===== src/rtl/i2c_rf_pkg.sv =====
package i2c_rf_pkg;
    typedef enum logic [2:0] {
        S_IDLE, S_ADDR, S_ACK, S_REG, S_WDAT, S_RDAT, S_MACK, S_IGN
    } phase_e;
endpackage


===== src/rtl/i2c_rf_line_sync.sv =====
module i2c_rf_line_sync #(
    parameter int STAGES = 2
) (
    input  logic clk,
    input  logic rst_n,
    input  logic scl_in,
    input  logic sda_in,
    output logic scl_s,
    output logic sda_s,
    output logic scl_rise,
    output logic scl_fall,
    output logic start_c,
    output logic stop_c
);
    logic [STAGES-1:0] scl_pipe_q, sda_pipe_q;
    logic              scl_prev_q, sda_prev_q;

    always_ff @(posedge clk or negedge rst_n) begin
        if (!rst_n) begin
            scl_pipe_q <= '1;
            sda_pipe_q <= '1;
            scl_prev_q <= 1'b1;
            sda_prev_q <= 1'b1;
        end else begin
            scl_pipe_q <= {scl_pipe_q[STAGES-2:0], scl_in};
            sda_pipe_q <= {sda_pipe_q[STAGES-2:0], sda_in};
            scl_prev_q <= scl_pipe_q[STAGES-1];
            sda_prev_q <= sda_pipe_q[STAGES-1];
        end
    end

    assign scl_s    = scl_pipe_q[STAGES-1];
    assign sda_s    = sda_pipe_q[STAGES-1];
    assign scl_rise = scl_s & ~scl_prev_q;
    assign scl_fall = ~scl_s & scl_prev_q;
    // data line moves while the clock line stays high
    assign start_c  = scl_s & scl_prev_q & sda_prev_q & ~sda_s;
    assign stop_c   = scl_s & scl_prev_q & ~sda_prev_q & sda_s;
endmodule


===== src/rtl/i2c_rf_ptr_step.sv =====
module i2c_rf_ptr_step #(
    parameter int          AW        = 8,
    parameter logic [7:0]  JUMP_FROM = 8'h0C,
    parameter logic [7:0]  JUMP_TO   = 8'h11
) (
    input  logic [AW-1:0] ptr,
    output logic [AW-1:0] ptr_nx
);
    always_comb begin
        if (ptr == AW'(JUMP_FROM)) ptr_nx = AW'(JUMP_TO);
        else                       ptr_nx = ptr - AW'(1);
    end
endmodule


===== src/rtl/i2c_regfile_slave.sv =====
module i2c_regfile_slave #(
    parameter int          DW        = 8,
    parameter int          AW        = 8,
    parameter int          SYNC      = 2,
    parameter logic [5:0]  ADDR_HI   = 6'b001111,
    parameter logic [7:0]  CTRL_ADDR = 8'h20,
    parameter int          DIS_BIT   = 0,
    parameter logic [7:0]  JUMP_FROM = 8'h0C,
    parameter logic [7:0]  JUMP_TO   = 8'h11
) (
    input  logic          clk,
    input  logic          rst_n,
    input  logic          scl_in,
    input  logic          sda_in,
    input  logic          addr_sel,
    output logic          sda_oe,
    output logic [AW-1:0] reg_addr,
    output logic          reg_we,
    output logic [DW-1:0] reg_wdata,
    input  logic [DW-1:0] reg_rdata
);
    import i2c_rf_pkg::*;

    localparam int CW = $clog2(DW);

    typedef struct packed {
        phase_e        st;
        phase_e        nxt;
        logic [CW-1:0] cnt;
        logic [DW-1:0] sh;
        logic          done;
        logic          mack;
        logic          oe;
        logic [AW-1:0] ptr;
        logic          we;
        logic [DW-1:0] wdata;
        logic          dis;
    } core_t;

    core_t q, d;

    logic scl_s, sda_s, scl_rise, scl_fall, start_c, stop_c;
    logic [AW-1:0] ptr_nx;
    logic ptr_dec;
    logic ign_w, idle_w;
    logic [6:0] dev_addr;

    i2c_rf_line_sync #(.STAGES(SYNC)) u_sync (
        .clk(clk), .rst_n(rst_n), .scl_in(scl_in), .sda_in(sda_in),
        .scl_s(scl_s), .sda_s(sda_s), .scl_rise(scl_rise), .scl_fall(scl_fall),
        .start_c(start_c), .stop_c(stop_c)
    );

    i2c_rf_ptr_step #(.AW(AW), .JUMP_FROM(JUMP_FROM), .JUMP_TO(JUMP_TO)) u_step (
        .ptr(q.ptr), .ptr_nx(ptr_nx)
    );

    assign dev_addr = {ADDR_HI, addr_sel};

    always_comb begin
        d       = q;
        d.we    = 1'b0;
        ptr_dec = 1'b0;
        if (stop_c) begin
            d.st = S_IDLE;
            d.oe = 1'b0;
        end else if (start_c && !q.dis) begin
            d.st   = S_ADDR;
            d.cnt  = '0;
            d.done = 1'b0;
            d.oe   = 1'b0;
        end else begin
            case (q.st)
                S_ADDR, S_REG, S_WDAT: begin
                    if (scl_rise) begin
                        d.sh  = {q.sh[DW-2:0], sda_s};
                        d.cnt = q.cnt + CW'(1);
                        if (q.cnt == CW'(DW-1)) d.done = 1'b1;
                    end else if (scl_fall && q.done) begin
                        d.done = 1'b0;
                        d.oe   = 1'b1;
                        d.st   = S_ACK;
                        if (q.st == S_ADDR) begin
                            if (q.sh[DW-1:1] == dev_addr) begin
                                d.nxt = q.sh[0] ? S_RDAT : S_REG;
                            end else begin
                                d.oe = 1'b0;
                                d.st = S_IGN;
                            end
                        end else if (q.st == S_REG) begin
                            d.ptr = AW'(q.sh);
                            d.nxt = S_WDAT;
                        end else begin
                            d.we    = 1'b1;
                            d.wdata = q.sh;
                            d.nxt   = S_WDAT;
                            if (q.ptr == AW'(CTRL_ADDR)) d.dis = q.sh[DIS_BIT];
                        end
                    end
                end
                S_ACK: begin
                    if (scl_fall) begin
                        d.oe  = 1'b0;
                        d.cnt = '0;
                        d.st  = q.nxt;
                        if (q.nxt == S_RDAT) begin
                            d.sh    = reg_rdata;
                            d.oe    = ~reg_rdata[DW-1];
                            d.ptr   = ptr_nx;
                            ptr_dec = 1'b1;
                        end
                    end
                end
                S_RDAT: begin
                    if (scl_fall) begin
                        if (q.cnt == CW'(DW-1)) begin
                            d.oe  = 1'b0;
                            d.cnt = '0;
                            d.st  = S_MACK;
                        end else begin
                            d.sh  = {q.sh[DW-2:0], 1'b0};
                            d.oe  = ~q.sh[DW-2];
                            d.cnt = q.cnt + CW'(1);
                        end
                    end
                end
                S_MACK: begin
                    if (scl_rise) begin
                        d.mack = ~sda_s;
                    end else if (scl_fall) begin
                        if (q.mack) begin
                            d.st    = S_RDAT;
                            d.sh    = reg_rdata;
                            d.oe    = ~reg_rdata[DW-1];
                            d.ptr   = ptr_nx;
                            ptr_dec = 1'b1;
                        end else begin
                            d.st = S_IGN;
                        end
                    end
                end
                default: ;
            endcase
        end
    end

    always_ff @(posedge clk or negedge rst_n) begin
        if (!rst_n) begin
            q.st    <= S_IDLE;
            q.nxt   <= S_IDLE;
            q.cnt   <= '0;
            q.sh    <= '0;
            q.done  <= 1'b0;
            q.mack  <= 1'b0;
            q.oe    <= 1'b0;
            q.ptr   <= '0;
            q.we    <= 1'b0;
            q.wdata <= '0;
            q.dis   <= 1'b0;
        end else begin
            q <= d;
        end
    end

    assign ign_w     = (q.st == S_IGN);
    assign idle_w    = (q.st == S_IDLE);
    assign sda_oe    = q.oe;
    assign reg_addr  = q.ptr;
    assign reg_we    = q.we;
    assign reg_wdata = q.wdata;
endmodule


===== config.mk =====
export PLATFORM = sky130hd
export DESIGN_NAME = i2c_regfile_slave
export DESIGN_NICKNAME = d
export VERILOG_FILES = /design/src/rtl/i2c_rf_pkg.sv /design/src/rtl/i2c_rf_line_sync.sv /design/src/rtl/i2c_rf_ptr_step.sv /design/src/rtl/i2c_regfile_slave.sv
export SDC_FILE = /design/constraint.sdc
export NUM_CORES = 1
export LEC_CHECK = 0
export CORE_UTILIZATION = 63
export CTS_BUF_LIST = sky130_fd_sc_hd__clkbuf_4 sky130_fd_sc_hd__clkbuf_8
export CTS_CLUSTER_SIZE = 30
export DETAILED_ROUTE_END_ITERATION = 6
export MAX_ROUTING_LAYER = met4
export PLACE_DENSITY = 0.95
export SETUP_SLACK_MARGIN = 0.15
export SLEW_MARGIN = 20
export SYNTH_ARGS = -nofsm -noshare
export SYNTH_HDL_FRONTEND = slang
export SYNTH_SLANG_ARGS = --single-unit

===== constraint.sdc =====
create_clock -name clk -period 2.9 [get_ports clk]
set_input_delay 0.58 -clock clk [delete_from_list [all_inputs] [get_ports clk]]
set_output_delay 0.58 -clock clk [all_outputs]
set_load 0.02 [all_outputs]

==> impl_metrics.csv <==
group,metric,value,unit
outcome,status,"finished, final reports clean",
floorplanning,core_area,4090,sq um
drt,firstDrtPassIters,5,
yosys,yosys_warnings,0,
drt,route.detailed.wl_per_inst,18.0,um
cells_and_area,final_core_util,0.744,
cells_and_area,fin_cells,334,
yosys,synthAdderAreaFrac,0.0136,
placement,placed_area,2930,sq um
timing,timing.final.crit_period,2420,ps
critical_path,r2r_start,"q[36]$_DFFE_PN0P_",
timing,drv_slew,0,
timing,maxSlewHeadroom,0.360,
global_routing,overflow,0,
clock_tree,clk_latency,300,ps
floorplanning,die_h,68.1,um
cells_and_area,multi_input_area,1400,sq um
hold_path,worstHoldPathCells,0,
drt,vias,2168,
global_routing,grt_pass1_vias,1971,
drt,antenna_left,0,
placement,pre_cts_slack,532,ps
cells_and_area,area_growth,10.6,%
critical_path,crit_start,"q[36]$_DFFE_PN0P_",
global_routing,grt_pass1_wl,9.67,mm
critical_path,critPathLaunchType,"flip-flop",
critical_path,crit_path_max_fanout,17,
yosys,synthesis.nets,288,
yosys,synthSimpleGateAreaFrac,0.191,
power_and_ir_drop,powerDensity,1050,nW/um^2
clock_tree,ctsHoldBuffers,0,
timing,tightest_slew,960,ps
floorplanning,start_util,0.673,
drt,wirelength,6.02,mm
clock_tree,cts_resized,0,
floorplanning,core.rowCount,23,
clock_tree,clockRootBuffer,"clkbuf_8",
clock_tree,clk_path_buf_depth,2,
floorplanning,io_pins,31,
floorplanning,die_w,68.1,um
cells_and_area,final_nets,299,
hold_path,hold_class,"reg -> reg",
clock_tree,clk_pin_slew,90,ps
cells_and_area,fillers,257,
timing,setup_viol,0,
flow_run,maxCapViolCount,0,
clock_tree,post-cts-setup-buffers,0,
yosys,synth_xor_area_frac,0.00637,
critical_path,ff2ff_path_depth,5,
yosys,ys_types,66,
placement,port_buffers,30,
critical_path,required,3090,ps
global_routing,antenna_found_initial,0,
yosys,synth_area,2750,sq um
power_and_ir_drop,power,3.20,mW
yosys,ys_seq_area_frac,0.403,
timing,worst_hold_slack,357,ps
placement,routabilityCongestion,0.985,
yosys,muxShareOfSynthArea,0.0937,
critical_path,endpoint_kind,"flip-flop",
power_and_ir_drop,ir_drop,0.625,mV
clock_tree,htree_num_levels,2,
cells_and_area,final_common_cell,"dfrtp_1",
timing,hold_viol,0,
timing,clock.fmax,0.413,GHz
critical_path,worstSetupPathType,"reg -> reg",
cells_and_area,fin_area,3040,sq um
clock_tree,cts.sinks,44,
cells_and_area,num_antenna_cells,0,
cells_and_area,drive_gt1_frac,0.176,
drt,drt_iter0_markers,251,
drt,drcViolationCount,0,
yosys,async_reset_ff_frac,1.00,
critical_path,reg2reg_to,"q[28]$_DFFE_PN0P_",
critical_path,cp.arrival,2610,ps
yosys,synth_edf_count,0,
timing,fin_worst_skew,7.96,ps
clock_tree,cts_made_buffers,5,
timing,layout_setup_ws,478,ps
yosys,avgSynthCellArea,10.1,sq um
global_routing,grt_usage,0.297,
clock_tree,cts_tree,"done",
yosys,synth_top_family_by_area,"compound AO/OA/AOI/OAI gates",
yosys,synth-seq-cells,44,
yosys,synth_compound_area_frac,0.206,
timing,timing.setup.tns,0,ps
placement,dp_hpwl,4.20,mm
yosys,synth-main-ff-cell,"dfrtp_1",
critical_path,crit_end,"q[28]$_DFFE_PN0P_",
timing,grt_setup_unrepaired,"false",
cells_and_area,layout_common_cells,"dfrtp_1 (38), nand2_1 (36), clkdlybuf4s50_1 (29)",
global_routing,grt_max_degree,45,
timing,period_share,0.835,
power_and_ir_drop,p_leak,1.26,nW
cells_and_area,regArea,1110,sq um
drt,vias_per_cell,6.49,
floorplanning,die_area,4640,sq um
critical_path,r2r_slack,480,ps
placement,placed_cells,326,
yosys,syn_inst,272,
[worst min path at each step]
stage / start / end / slack, ps
finish: u_sync.scl_pipe_q[0]$_DFF_PN1_ / u_sync.scl_pipe_q[1]$_DFF_PN1_ / 360
global placement: u_sync.sda_pipe_q[0]$_DFF_PN1_ / u_sync.sda_pipe_q[1]$_DFF_PN1_ / 350
detailed placement: u_sync.scl_pipe_q[0]$_DFF_PN1_ / u_sync.scl_pipe_q[1]$_DFF_PN1_ / 350
global route: u_sync.scl_pipe_q[0]$_DFF_PN1_ / u_sync.scl_pipe_q[1]$_DFF_PN1_ / 370
CTS: u_sync.scl_pipe_q[0]$_DFF_PN1_ / u_sync.scl_pipe_q[1]$_DFF_PN1_ / 360
floorplan: rst_n / q[0]$_DFFE_PN0P_ / 280
[registers in the layout, summed over array words and instances (netlist names)]
name	flops
reg_wdata	8
sda_oe	1
u_sync.scl_prev_q	1
q	20
u_sync.sda_prev_q	1
reg_we	1
u_sync.scl_pipe_q	2
u_sync.sda_pipe_q	2
reg_addr	8
[synth_stat cells (3+ instances only)]
master | count | share of area
a21o_1 | 3 | 0.0082
o21ai_1 | 4 | 0.0073
a32oi_1 | 3 | 0.0096
a22oi_1 | 4 | 0.011
o21ai_0 | 13 | 0.024
dfstp_2 | 6 | 0.057
nor2b_1 | 7 | 0.016
ha_1 | 3 | 0.014
nor3_1 | 4 | 0.0073
nor2_1 | 8 | 0.011
buf_2 | 5 | 0.0091
o2bb2ai_1 | 4 | 0.013
mux2_2 | 8 | 0.033
mux2_4 | 9 | 0.049
nand3_1 | 5 | 0.0091
nand2_1 | 36 | 0.049
o211ai_1 | 4 | 0.011
dfrtp_1 | 38 | 0.35
a21oi_1 | 13 | 0.024
a221oi_1 | 3 | 0.0096
inv_1 | 9 | 0.012
nand2b_1 | 6 | 0.014
buf_4 | 20 | 0.055
[power breakdown]
part | internal (mW) | switching (mW) | total [mW] | leakage, nW
logic | 0.745 | 0.838 | 1.58 | 0.659
registers | 0.849 | 0.282 | 1.13 | 0.548
clock network | 0.259 | 0.224 | 0.484 | 0.0548
[per-layer routing]
| metal | share of wire | wire length (um) | vias to the layer above | track usage |
|---|---|---|---|---|
| li1 | - | - | 1004 | - |
| met1 | 0.45 | 2710 | 1036 | 0.422 |
| met2 | 0.46 | 2760 | 110 | 0.415 |
| met3 | 0.068 | 407 | 18 | 0.0617 |
| met4 | 0.023 | 137 | 0 | 0.109 |
| met5 | 0 | 0 | - | - |
[critical path, stage by stage (launching register included)]
cell,delay [ps]
dfrtp_1,590
nor2b_1,550
nand2_1,110
o221ai_1,180
and4bb_1,540
mux2_4,340
[cells by family (layout without fill, tap and decap cells)]
logic type      count (synthesis)  after routing
simple gates                   91             91
compound gates                 74             74
flops                          44             44
buf+inv                        38             50
mux                            20             20
fa+ha+maj                       3              3
xor+xnor                        2              2
[cell type report]
cell class,instances,share of cell area
clock buffer,5,0.0226
clock inverter,3,0.0152
inverter,9,0.0111
multi-input combinational,190,0.462
sequential,44,0.364
tap,50,0.0206
timing repair buffer,33,0.104
(Power assumes the default switching activity.)
